==> config.mk <==
export PLATFORM = sky130hd
export DESIGN_NAME = stage_scaler
export DESIGN_NICKNAME = d
export VERILOG_FILES = /design/src/rtl/ssu_pkg.sv /design/src/rtl/ssu_lane.sv /design/src/rtl/ssu_peak.sv /design/src/rtl/ssu_ctrl.sv /design/src/rtl/stage_scaler.sv
export SDC_FILE = /design/constraint.sdc
export NUM_CORES = 1
export LEC_CHECK = 0
export ABC_AREA = 1
export BUFFER_PORTS_ARGS = -buffer_cell sky130_fd_sc_hd__buf_2
export CAP_MARGIN = 20
export CORE_MARGIN = 10
export CORE_UTILIZATION = 25
export CTS_CLUSTER_DIAMETER = 30
export DETAILED_ROUTE_END_ITERATION = 8
export PLACE_DENSITY = 0.4
export SLEW_MARGIN = 10
export SYNTH_ARGS = -nofsm -noshare
export SYNTH_HDL_FRONTEND = slang
export SYNTH_SLANG_ARGS = --single-unit
==> constraint.sdc <==
create_clock -name clk -period 5.5 [get_ports clk]
set_clock_uncertainty 0.1 [all_clocks]
set_input_delay 1.1 -clock clk [delete_from_list [all_inputs] [get_ports clk]]
set_output_delay 1.1 -clock clk [all_outputs]
set_load 0.1 [all_outputs]
==> src/rtl/ssu_pkg.sv <==
package ssu_pkg;

   typedef enum logic {
      SCALE_FIXED = 1'b0,
      SCALE_BFP   = 1'b1
   } scale_mode_e;

endpackage

==> src/rtl/ssu_lane.sv <==
// One signed half of a complex sample: round-to-nearest right shift with saturation,
// plus the one's-complement magnitude of the result for peak tracking.
module ssu_lane #(
   parameter int W       = 16,
   parameter int SHIFT_W = 3
) (
   input  logic signed [W-1:0]   x_i,
   input  logic [SHIFT_W-1:0]    sh_i,
   output logic signed [W-1:0]   y_o,
   output logic [W-2:0]          mag_o
);
   localparam int EW = W + 1;
   localparam logic signed [EW-1:0] POS_LIM = {2'b00, {(W-1){1'b1}}};
   localparam logic signed [EW-1:0] NEG_LIM = {2'b11, {(W-1){1'b0}}};

   logic signed [EW-1:0] ext;
   logic signed [EW-1:0] bias;
   logic signed [EW-1:0] sum;
   logic signed [EW-1:0] shr;

   always_comb begin
      ext  = {x_i[W-1], x_i};
      bias = '0;
      for (int b = 0; b < EW - 1; b++) begin
         if (int'(sh_i) == b + 1) bias[b] = 1'b1;
      end
      sum = ext + bias;
      shr = sum >>> sh_i;
      if (shr > POS_LIM)      y_o = POS_LIM[W-1:0];
      else if (shr < NEG_LIM) y_o = NEG_LIM[W-1:0];
      else                    y_o = shr[W-1:0];
      mag_o = y_o[W-1] ? ~y_o[W-2:0] : y_o[W-2:0];
   end

endmodule

==> src/rtl/ssu_peak.sv <==
// Tracks the OR of output magnitudes over a frame and, at its last sample,
// derives the shift for the following frame.
module ssu_peak #(
   parameter int W         = 16,
   parameter int SHIFT_W   = 3,
   parameter int MAX_SHIFT = 4,
   parameter int GROWTH    = 1
) (
   input  logic               clk,
   input  logic               rst_n,
   input  logic               clear_i,
   input  logic               en_i,
   input  logic               last_i,
   input  logic [W-2:0]       mag_a_i,
   input  logic [W-2:0]       mag_b_i,
   output logic [SHIFT_W-1:0] shift_o
);
   localparam int MW = W - 1;

   logic [MW-1:0]      acc_q;
   logic [MW-1:0]      merged;
   int                 width_bits;
   int                 need;
   logic [SHIFT_W-1:0] next_sh;

   always_comb begin
      merged     = acc_q | mag_a_i | mag_b_i;
      width_bits = 0;
      for (int b = 0; b < MW; b++) begin
         if (merged[b]) width_bits = b + 1;
      end
      need = width_bits + GROWTH - MW;
      if (need < 0)              next_sh = '0;
      else if (need > MAX_SHIFT) next_sh = SHIFT_W'(MAX_SHIFT);
      else                       next_sh = SHIFT_W'(need);
   end

   always_ff @(posedge clk) begin
      if (!rst_n) begin
         acc_q   <= '0;
         shift_o <= '0;
      end else if (clear_i) begin
         acc_q   <= '0;
         shift_o <= '0;
      end else if (en_i) begin
         if (last_i) begin
            acc_q   <= '0;
            shift_o <= next_sh;
         end else begin
            acc_q   <= merged;
         end
      end
   end

endmodule

==> src/rtl/ssu_ctrl.sv <==
// Stage sequencing, configuration capture, shift selection and exponent sum.
module ssu_ctrl
   import ssu_pkg::*;
#(
   parameter int MAX_STAGES   = 11,
   parameter int MIN_LOG2_LEN = 7,
   parameter int NUM_LEN      = 5,
   parameter int SHIFT_W      = 3,
   parameter int MAX_SHIFT    = 4,
   parameter int EXP_W        = 6,
   parameter int LEN_W        = 3,
   localparam int VEC_W       = MAX_STAGES * SHIFT_W
) (
   input  logic               clk,
   input  logic               rst_n,
   input  logic               start_i,
   input  logic               mode_i,
   input  logic [LEN_W-1:0]   len_sel_i,
   input  logic [VEC_W-1:0]   shift_vec_i,
   input  logic               in_valid_i,
   input  logic               in_last_i,
   input  logic [SHIFT_W-1:0] bfp_shift_i,
   output logic               run_o,
   output logic               accept_o,
   output logic [SHIFT_W-1:0] shift_o,
   output logic               done_o,
   output logic [EXP_W-1:0]   total_exp_o
);
   localparam int STG_W = $clog2(MAX_STAGES + 1);

   logic               run_q;
   logic [STG_W-1:0]   stage_q;
   logic [STG_W-1:0]   final_q;
   scale_mode_e        mode_q;
   logic [VEC_W-1:0]   vec_q;
   logic [EXP_W-1:0]   acc_q;
   logic [EXP_W-1:0]   total_q;
   logic               done_q;
   logic [SHIFT_W-1:0] fld;
   logic [SHIFT_W-1:0] fixed_sh;
   logic [LEN_W-1:0]   sel_c;
   logic               frame_end;
   logic               xfm_end;

   always_comb begin
      fld      = vec_q[int'(stage_q) * SHIFT_W +: SHIFT_W];
      fixed_sh = (fld > SHIFT_W'(MAX_SHIFT)) ? SHIFT_W'(MAX_SHIFT) : fld;
      shift_o  = (mode_q == SCALE_BFP) ? bfp_shift_i : fixed_sh;
      sel_c    = (len_sel_i > LEN_W'(NUM_LEN - 1)) ? LEN_W'(NUM_LEN - 1) : len_sel_i;
   end

   assign accept_o  = run_q & in_valid_i & ~start_i;
   assign frame_end = accept_o & in_last_i;
   assign xfm_end   = frame_end & (stage_q == final_q);

   always_ff @(posedge clk) begin
      if (!rst_n) begin
         run_q   <= 1'b0;
         stage_q <= '0;
         final_q <= '0;
         mode_q  <= SCALE_FIXED;
         vec_q   <= '0;
         acc_q   <= '0;
         total_q <= '0;
         done_q  <= 1'b0;
      end else begin
         done_q <= 1'b0;
         if (start_i) begin
            run_q   <= 1'b1;
            stage_q <= '0;
            final_q <= STG_W'(MIN_LOG2_LEN) + STG_W'(sel_c) - STG_W'(1);
            mode_q  <= scale_mode_e'(mode_i);
            vec_q   <= shift_vec_i;
            acc_q   <= '0;
         end else if (frame_end) begin
            acc_q <= acc_q + EXP_W'(shift_o);
            if (xfm_end) begin
               run_q   <= 1'b0;
               done_q  <= 1'b1;
               total_q <= acc_q + EXP_W'(shift_o);
            end else begin
               stage_q <= stage_q + STG_W'(1);
            end
         end
      end
   end

   assign run_o       = run_q;
   assign done_o      = done_q;
   assign total_exp_o = total_q;

endmodule

==> src/rtl/stage_scaler.sv <==
module stage_scaler #(
   parameter int HALF_W       = 16,
   parameter int SHIFT_W      = 3,
   parameter int MAX_SHIFT    = 4,
   parameter int MIN_LOG2_LEN = 7,
   parameter int NUM_LEN      = 5,
   parameter int GROWTH_BITS  = 1,
   parameter int LEN_W        = 3,
   localparam int SAMPLE_W    = 2 * HALF_W,
   localparam int MAX_STAGES  = MIN_LOG2_LEN + NUM_LEN - 1,
   localparam int VEC_W       = MAX_STAGES * SHIFT_W,
   localparam int EXP_W       = $clog2(MAX_STAGES * MAX_SHIFT + 1)
) (
   input  logic                clk,
   input  logic                rst_n,
   input  logic                xfm_start,
   input  logic                cfg_bfp,
   input  logic [LEN_W-1:0]    cfg_len_sel,
   input  logic [VEC_W-1:0]    cfg_shift_vec,
   input  logic                in_valid,
   input  logic [SAMPLE_W-1:0] in_sample,
   input  logic                in_last,
   output logic                out_valid,
   output logic [SAMPLE_W-1:0] out_sample,
   output logic                out_last,
   output logic [SHIFT_W-1:0]  out_shift,
   output logic                xfm_done,
   output logic [EXP_W-1:0]    xfm_exp
);
   // elaboration-time parameter checks
   if (MAX_SHIFT >= HALF_W) begin : g_bad_shift
      $error("MAX_SHIFT must be below HALF_W");
   end
   if (MAX_SHIFT > (1 << SHIFT_W) - 1) begin : g_bad_shift_w
      $error("SHIFT_W too narrow for MAX_SHIFT");
   end
   if (GROWTH_BITS < 0 || GROWTH_BITS >= HALF_W) begin : g_bad_growth
      $error("GROWTH_BITS out of range");
   end
   if (NUM_LEN > (1 << LEN_W)) begin : g_bad_len
      $error("LEN_W too narrow for NUM_LEN");
   end

   logic                     run_w;
   logic                     accept_w;
   logic [SHIFT_W-1:0]       shift_w;
   logic [SHIFT_W-1:0]       bfp_shift_w;
   logic [SAMPLE_W-1:0]      scaled_w;
   logic [1:0][HALF_W-2:0]   mag_w;

   ssu_ctrl #(
      .MAX_STAGES  (MAX_STAGES),
      .MIN_LOG2_LEN(MIN_LOG2_LEN),
      .NUM_LEN     (NUM_LEN),
      .SHIFT_W     (SHIFT_W),
      .MAX_SHIFT   (MAX_SHIFT),
      .EXP_W       (EXP_W),
      .LEN_W       (LEN_W)
   ) u_ctrl (
      .clk        (clk),
      .rst_n      (rst_n),
      .start_i    (xfm_start),
      .mode_i     (cfg_bfp),
      .len_sel_i  (cfg_len_sel),
      .shift_vec_i(cfg_shift_vec),
      .in_valid_i (in_valid),
      .in_last_i  (in_last),
      .bfp_shift_i(bfp_shift_w),
      .run_o      (run_w),
      .accept_o   (accept_w),
      .shift_o    (shift_w),
      .done_o     (xfm_done),
      .total_exp_o(xfm_exp)
   );

   // lane 1 = in-phase (upper half), lane 0 = quadrature (lower half)
   for (genvar g = 0; g < 2; g++) begin : g_lane
      logic signed [HALF_W-1:0] y_w;
      ssu_lane #(
         .W      (HALF_W),
         .SHIFT_W(SHIFT_W)
      ) u_lane (
         .x_i  (in_sample[g*HALF_W +: HALF_W]),
         .sh_i (shift_w),
         .y_o  (y_w),
         .mag_o(mag_w[g])
      );
      assign scaled_w[g*HALF_W +: HALF_W] = y_w;
   end

   ssu_peak #(
      .W        (HALF_W),
      .SHIFT_W  (SHIFT_W),
      .MAX_SHIFT(MAX_SHIFT),
      .GROWTH   (GROWTH_BITS)
   ) u_peak (
      .clk    (clk),
      .rst_n  (rst_n),
      .clear_i(xfm_start),
      .en_i   (accept_w),
      .last_i (in_last),
      .mag_a_i(mag_w[0]),
      .mag_b_i(mag_w[1]),
      .shift_o(bfp_shift_w)
   );

   always_ff @(posedge clk) begin
      if (!rst_n) begin
         out_valid  <= 1'b0;
         out_sample <= '0;
         out_last   <= 1'b0;
         out_shift  <= '0;
      end else begin
         out_valid <= accept_w;
         out_last  <= accept_w & in_last;
         if (accept_w) begin
            out_sample <= scaled_w;
            out_shift  <= shift_w;
         end
      end
   end

endmodule

==> impl_summary.txt <==
----------------------------------------------------
[Min path]
  Worst Hold Endpoint ... u_ctrl.total_exp_o[4]$_SDFFE_PN0P_
  Worst hold path stage count ... 2
  Hold path startpoint ... u_ctrl.total_exp_o[4]$_SDFFE_PN0P_
  Min-delay worst type ... flip-flop to flip-flop

[Cells and area]
  Final core utilization ... 38.1%
  Final nets ... 1862
  Non-filler cells, final ... about 2200
  Fill cell instance count of the final layout ... 3687
  Synthesis-to-layout area growth ... 49.6%
  Proportion of layout cells with a drive suffix above 1 ... between 30 and 40%
  Final cell area excluding filler cells ... 12900 µm²

[CTS]
  # H-tree levels ... 3
  Clock tree sinks ... 111
  Clock transition at the registers of the reported paths ... 0.08 ns
  Clock tree from TritonCTS ... built
  Clock tree root buffer cell ... clkbuf_16
  Worst-Skew Late Latency ... 0.37 ns
  Number of clock buffers inserted by TritonCTS ... 9
  Clock Path Buffers ... 2

[Power and ir drop]
  Static leakage ... 6.42 nW
  Internal power component ... 1.73 mW
  Power share of the combinational group ... between 40% and 50%
  Sw Ratio ... 39.3%
  Clock share of power ... between 20% and 30%
  NetSw ... 1.12 mW
  Power per unit of standard cell area ... 222 nW/µm²
  Sequential cell fraction of total power ... 30.0%
  Design Power ... 2.85 mW
  Largest voltage drop on the vdd net ... 0.190 mV

[Floorplanning]
  Total die area ... ~42000 µm²
  Die X ... 206 µm
  Ports ... 118
  Initial core utilization ... 25.5%
  Die Y ... 206 µm
  Count of standard-cell rows ... 67
  Core box area ... 33800 µm²

[Critical path]
  Critical path's most frequent cell ... nand2_1
  Delay contributed by the slowest stage of the critical path ... 0.33 ns
  Slowest stage cell, crit path ... dfxtp_2
  Arrival time worst endpoint ... 5.67 ns
  Cell depth of the worst flop-to-flop path ... 50
  Reg2reg end ... u_peak.shift_o[0]$_SDFFE_PP0P_
  Maximum fanout encountered on the critical timing path ... 7
  Startpoint-to-endpoint class of the critical path ... flip-flop to flip-flop
  Delay-heaviest family, CP ... simple AND/OR/NAND/NOR gates
  Worst reg2reg setup slack ... -0.06 ns
  Critical R2R Launch ... u_ctrl.stage_q[1]$_SDFFE_PP0P_
  Startpoint class of the critical path ... flip-flop
  Category of the worst setup path capture point ... flip-flop
  Endpoint required time on the critical path ... 5.61 ns
  Buffers plus inverters on the worst setup path ... 15

[Synth]
  EDFF count, synth ... 0
  Syn. warnings ... 0
  Fraction of registers with async set or reset after synthesis ... 0%
  Main area contributors after synthesis ... dfxtp_1 (26%), nand2_1 (17%), nand3_1 (12%), inv_1 (7.4%), nor2_1 (6.4%)
  Synthesized area per cell ... 5.94 µm²
  Post-synth top flop ... dfxtp_1
  Number of instances in the synthesized netlist ... 1448
  Sequential fraction of the synthesis area ... 25.8%
  FF+latch count, synth ... between 100 and 150
  Post-synth cell types ... between 50 and 60
  Synthesized area ... 8610 µm²
  Top cells by instance count after synthesis ... nand2_1 (391), nand3_1 (198), inv_1 (170), nor2_1 (147), dfxtp_1 (111)
  Most numerous cell in the Yosys netlist ... nand2_1
  Area fraction of the dominant cell type after synthesis ... 25.8%
  Mapped Nets ... 1538
  Cell taking the most area after synthesis ... dfxtp_1

[Global routing]
  Largest net degree at the start of global routing ... 60
  GR Overflow Total ... 0
  Wire length of the first global-routing pass ... approximately 53000 µm
  Antenna violations before repair ... 0
  Number of global-route vias before repair ... between 10000 and 15000
  GRT Util Overall ... around 15%

[Routing]
  Iter 0 DRT Violations ... 491
  Detailed Routing Iterations Pass 1 ... 5
  Post-route antenna net violation count ... 0
  Vias per cell ... ~4.6
  Final WL ... 33100 µm
  DRC violations left ... 0
  Total vias in the final route ... a little over 10000
  Routed length per instance ... approximately 15 µm

[Run]
  Max-cap check violation count ... 0

[Placed design]
  Count of port buffers added during placement ... around 120
  Sum of net half-perimeters after detailed placement ... 25700 µm
  Final Wtd Congestion ... 0.864
  Placed cell count ... between 2000 and 2500
  Placed instance area ... between 10000 and 15000 µm²
  Minimum setup slack after placement ... -0.671 ns

[Timing]
  Peak clock frequency supported by timing ... ~0.18 GHz
  Final critical path time including I/O delays and setup ... 5.56 ns
  Max_slew headroom ... 44.5%
  Transition at the pin with the smallest max-transition slack ... 0.832 ns
  Worst hold margin ... 0.361 ns
  Worst setup slack after layout ... -0.0568 ns
  Slew Viols, Final ... 0
  Setup repair after global routing missed its margin ... yes
  Setup TNS ... -0.0568 ns
  Setup Viol. Count Final ... 1
  Period utilization ... 101%
  Final number of hold-violating endpoints ... 0

[Run status]
  Status ... complete, but fails checks
  Violations in the final reports ... setup timing

----------------------------------------------------
-- power groups by stage --
stage | Clock [mW] | Combinational (mW) | Sequential [mW]
2_1_floorplan | 0 | 0.546 | 0.960
3_3_place_gp | 0 | 1.14 | 0.873
3_5_place_dp | 0 | 1.13 | 0.873
4_1_cts | 0.674 | 1.26 | 0.854
5_1_grt | 0.697 | 1.49 | 0.858
6_report | 0.641 | 1.36 | 0.854
-- worst max path at each step --
stage / slack (ns) / end / from / depth (start not counted)
floorplan: 0.02 / u_peak.shift_o[0]$_SDFFE_PP0P_ / u_ctrl.stage_q[0]$_SDFFE_PP0P_ / 47
global placement: -0.65 / u_peak.shift_o[0]$_SDFFE_PP0P_ / u_ctrl.stage_q[0]$_SDFFE_PP0P_ / 43
detailed placement: -0.67 / u_peak.shift_o[0]$_SDFFE_PP0P_ / u_ctrl.stage_q[0]$_SDFFE_PP0P_ / 43
CTS: -0.06 / u_peak.shift_o[0]$_SDFFE_PP0P_ / u_ctrl.stage_q[1]$_SDFFE_PP0P_ / 48
global route: -0.51 / u_peak.shift_o[0]$_SDFFE_PP0P_ / u_ctrl.stage_q[1]$_SDFFE_PP0P_ / 49
finish: -0.06 / u_peak.shift_o[0]$_SDFFE_PP0P_ / u_ctrl.stage_q[1]$_SDFFE_PP0P_ / 50
-- logic make-up (layout without fill, tap and decap cells) --
kind of cell | Yosys count | count (layout) | synth area share (%)
xor+xnor | 16 | 16 | 1.63
buf+inv | 254 | 582 | 12.0
simple gates | 845 | 846 | 44.3
flops | 111 | 111 | 25.8
fa+ha+maj | 16 | 16 | 2.41
other cells | 0 | 1 | 0
compound gates | 206 | 206 | 13.8
-- sequential cells by signal, summed over array words and instances (netlist names), 4 cells and up --
register / cells
u_ctrl.stage_q: 4
out_sample: 32
u_peak.acc_q: 15
u_ctrl.total_exp_o: 6
u_ctrl.vec_q: 33
u_ctrl.acc_q: 6
u_ctrl.final_q: 4
-- cells in the final DEF, fill, tap and decap left out, types with 3 or more instances in the layout --
| cell | count |
|---|---|
| buf_6 | 15 |
| dfxtp_1 | 109 |
| nand2_1 | 320 |
| nand2_4 | 17 |
| o21ai_0 | 72 |
| nor2_1 | 123 |
| inv_1 | 158 |
| nand4_2 | 3 |
| nor2_4 | 15 |
| a21boi_2 | 3 |
| o21ai_2 | 6 |
| inv_4 | 3 |
| o211ai_1 | 22 |
| nand3_4 | 10 |
| nand3_1 | 122 |
| buf_2 | 117 |
| a21oi_1 | 59 |
| ha_4 | 5 |
| xnor2_1 | 4 |
| inv_2 | 25 |
| nand3_2 | 77 |
| a21oi_2 | 12 |
| nor3_1 | 14 |
| xor2_1 | 11 |
| o21ai_1 | 11 |
| clkbuf_16 | 9 |
| nand3b_1 | 9 |
| nand2_8 | 3 |
| a21oi_4 | 6 |
| ha_1 | 8 |
| nand2_2 | 80 |
| nor2_2 | 20 |
| buf_4 | 240 |
| nand4_1 | 21 |
| buf_12 | 3 |
-- tightest hold or removal path, cell delays in order, from the launching register on --
cell	delay, ns
dfxtp_1	0.31
nand2_1	0.06
a21oi_1	0.05
-- layer usage --
metal | vias to the layer above | wire, µm | global-route usage (%)
met5 | - | 0 | 0
met3 | 17 | 1540 | 2.77
li1 | 5341 | - | -
met1 | 4637 | 15600 | 20.2
met2 | 151 | 15800 | 26.1
met4 | 0 | 189 | 1.92
-- timing repair --
item	in CTS	in global routing
setup endpoints to repair	2	2
pin swaps	69	99
resized for setup	143	149
cloned	1	0
buffers inserted	41	15
hold endpoints to repair	0	0
hold buffers	0	0
-- final cells by class --
class                           instances  area [µm²]  area share (%)
Timing Repair Buffer                  376        2630            20.4
Clock buffer                           10         229            1.78
Multi-Input combinational cell       1084        6440            50.0
Antenna cell                            1        2.50          0.0194
Sequential cell                       111        2220            17.3
Inverter                              190         736            5.71
Tap cell                              448         561            4.35
Clock inverter                          6        56.3           0.437
No activity file was read; power rests on OpenSTA's default activity.
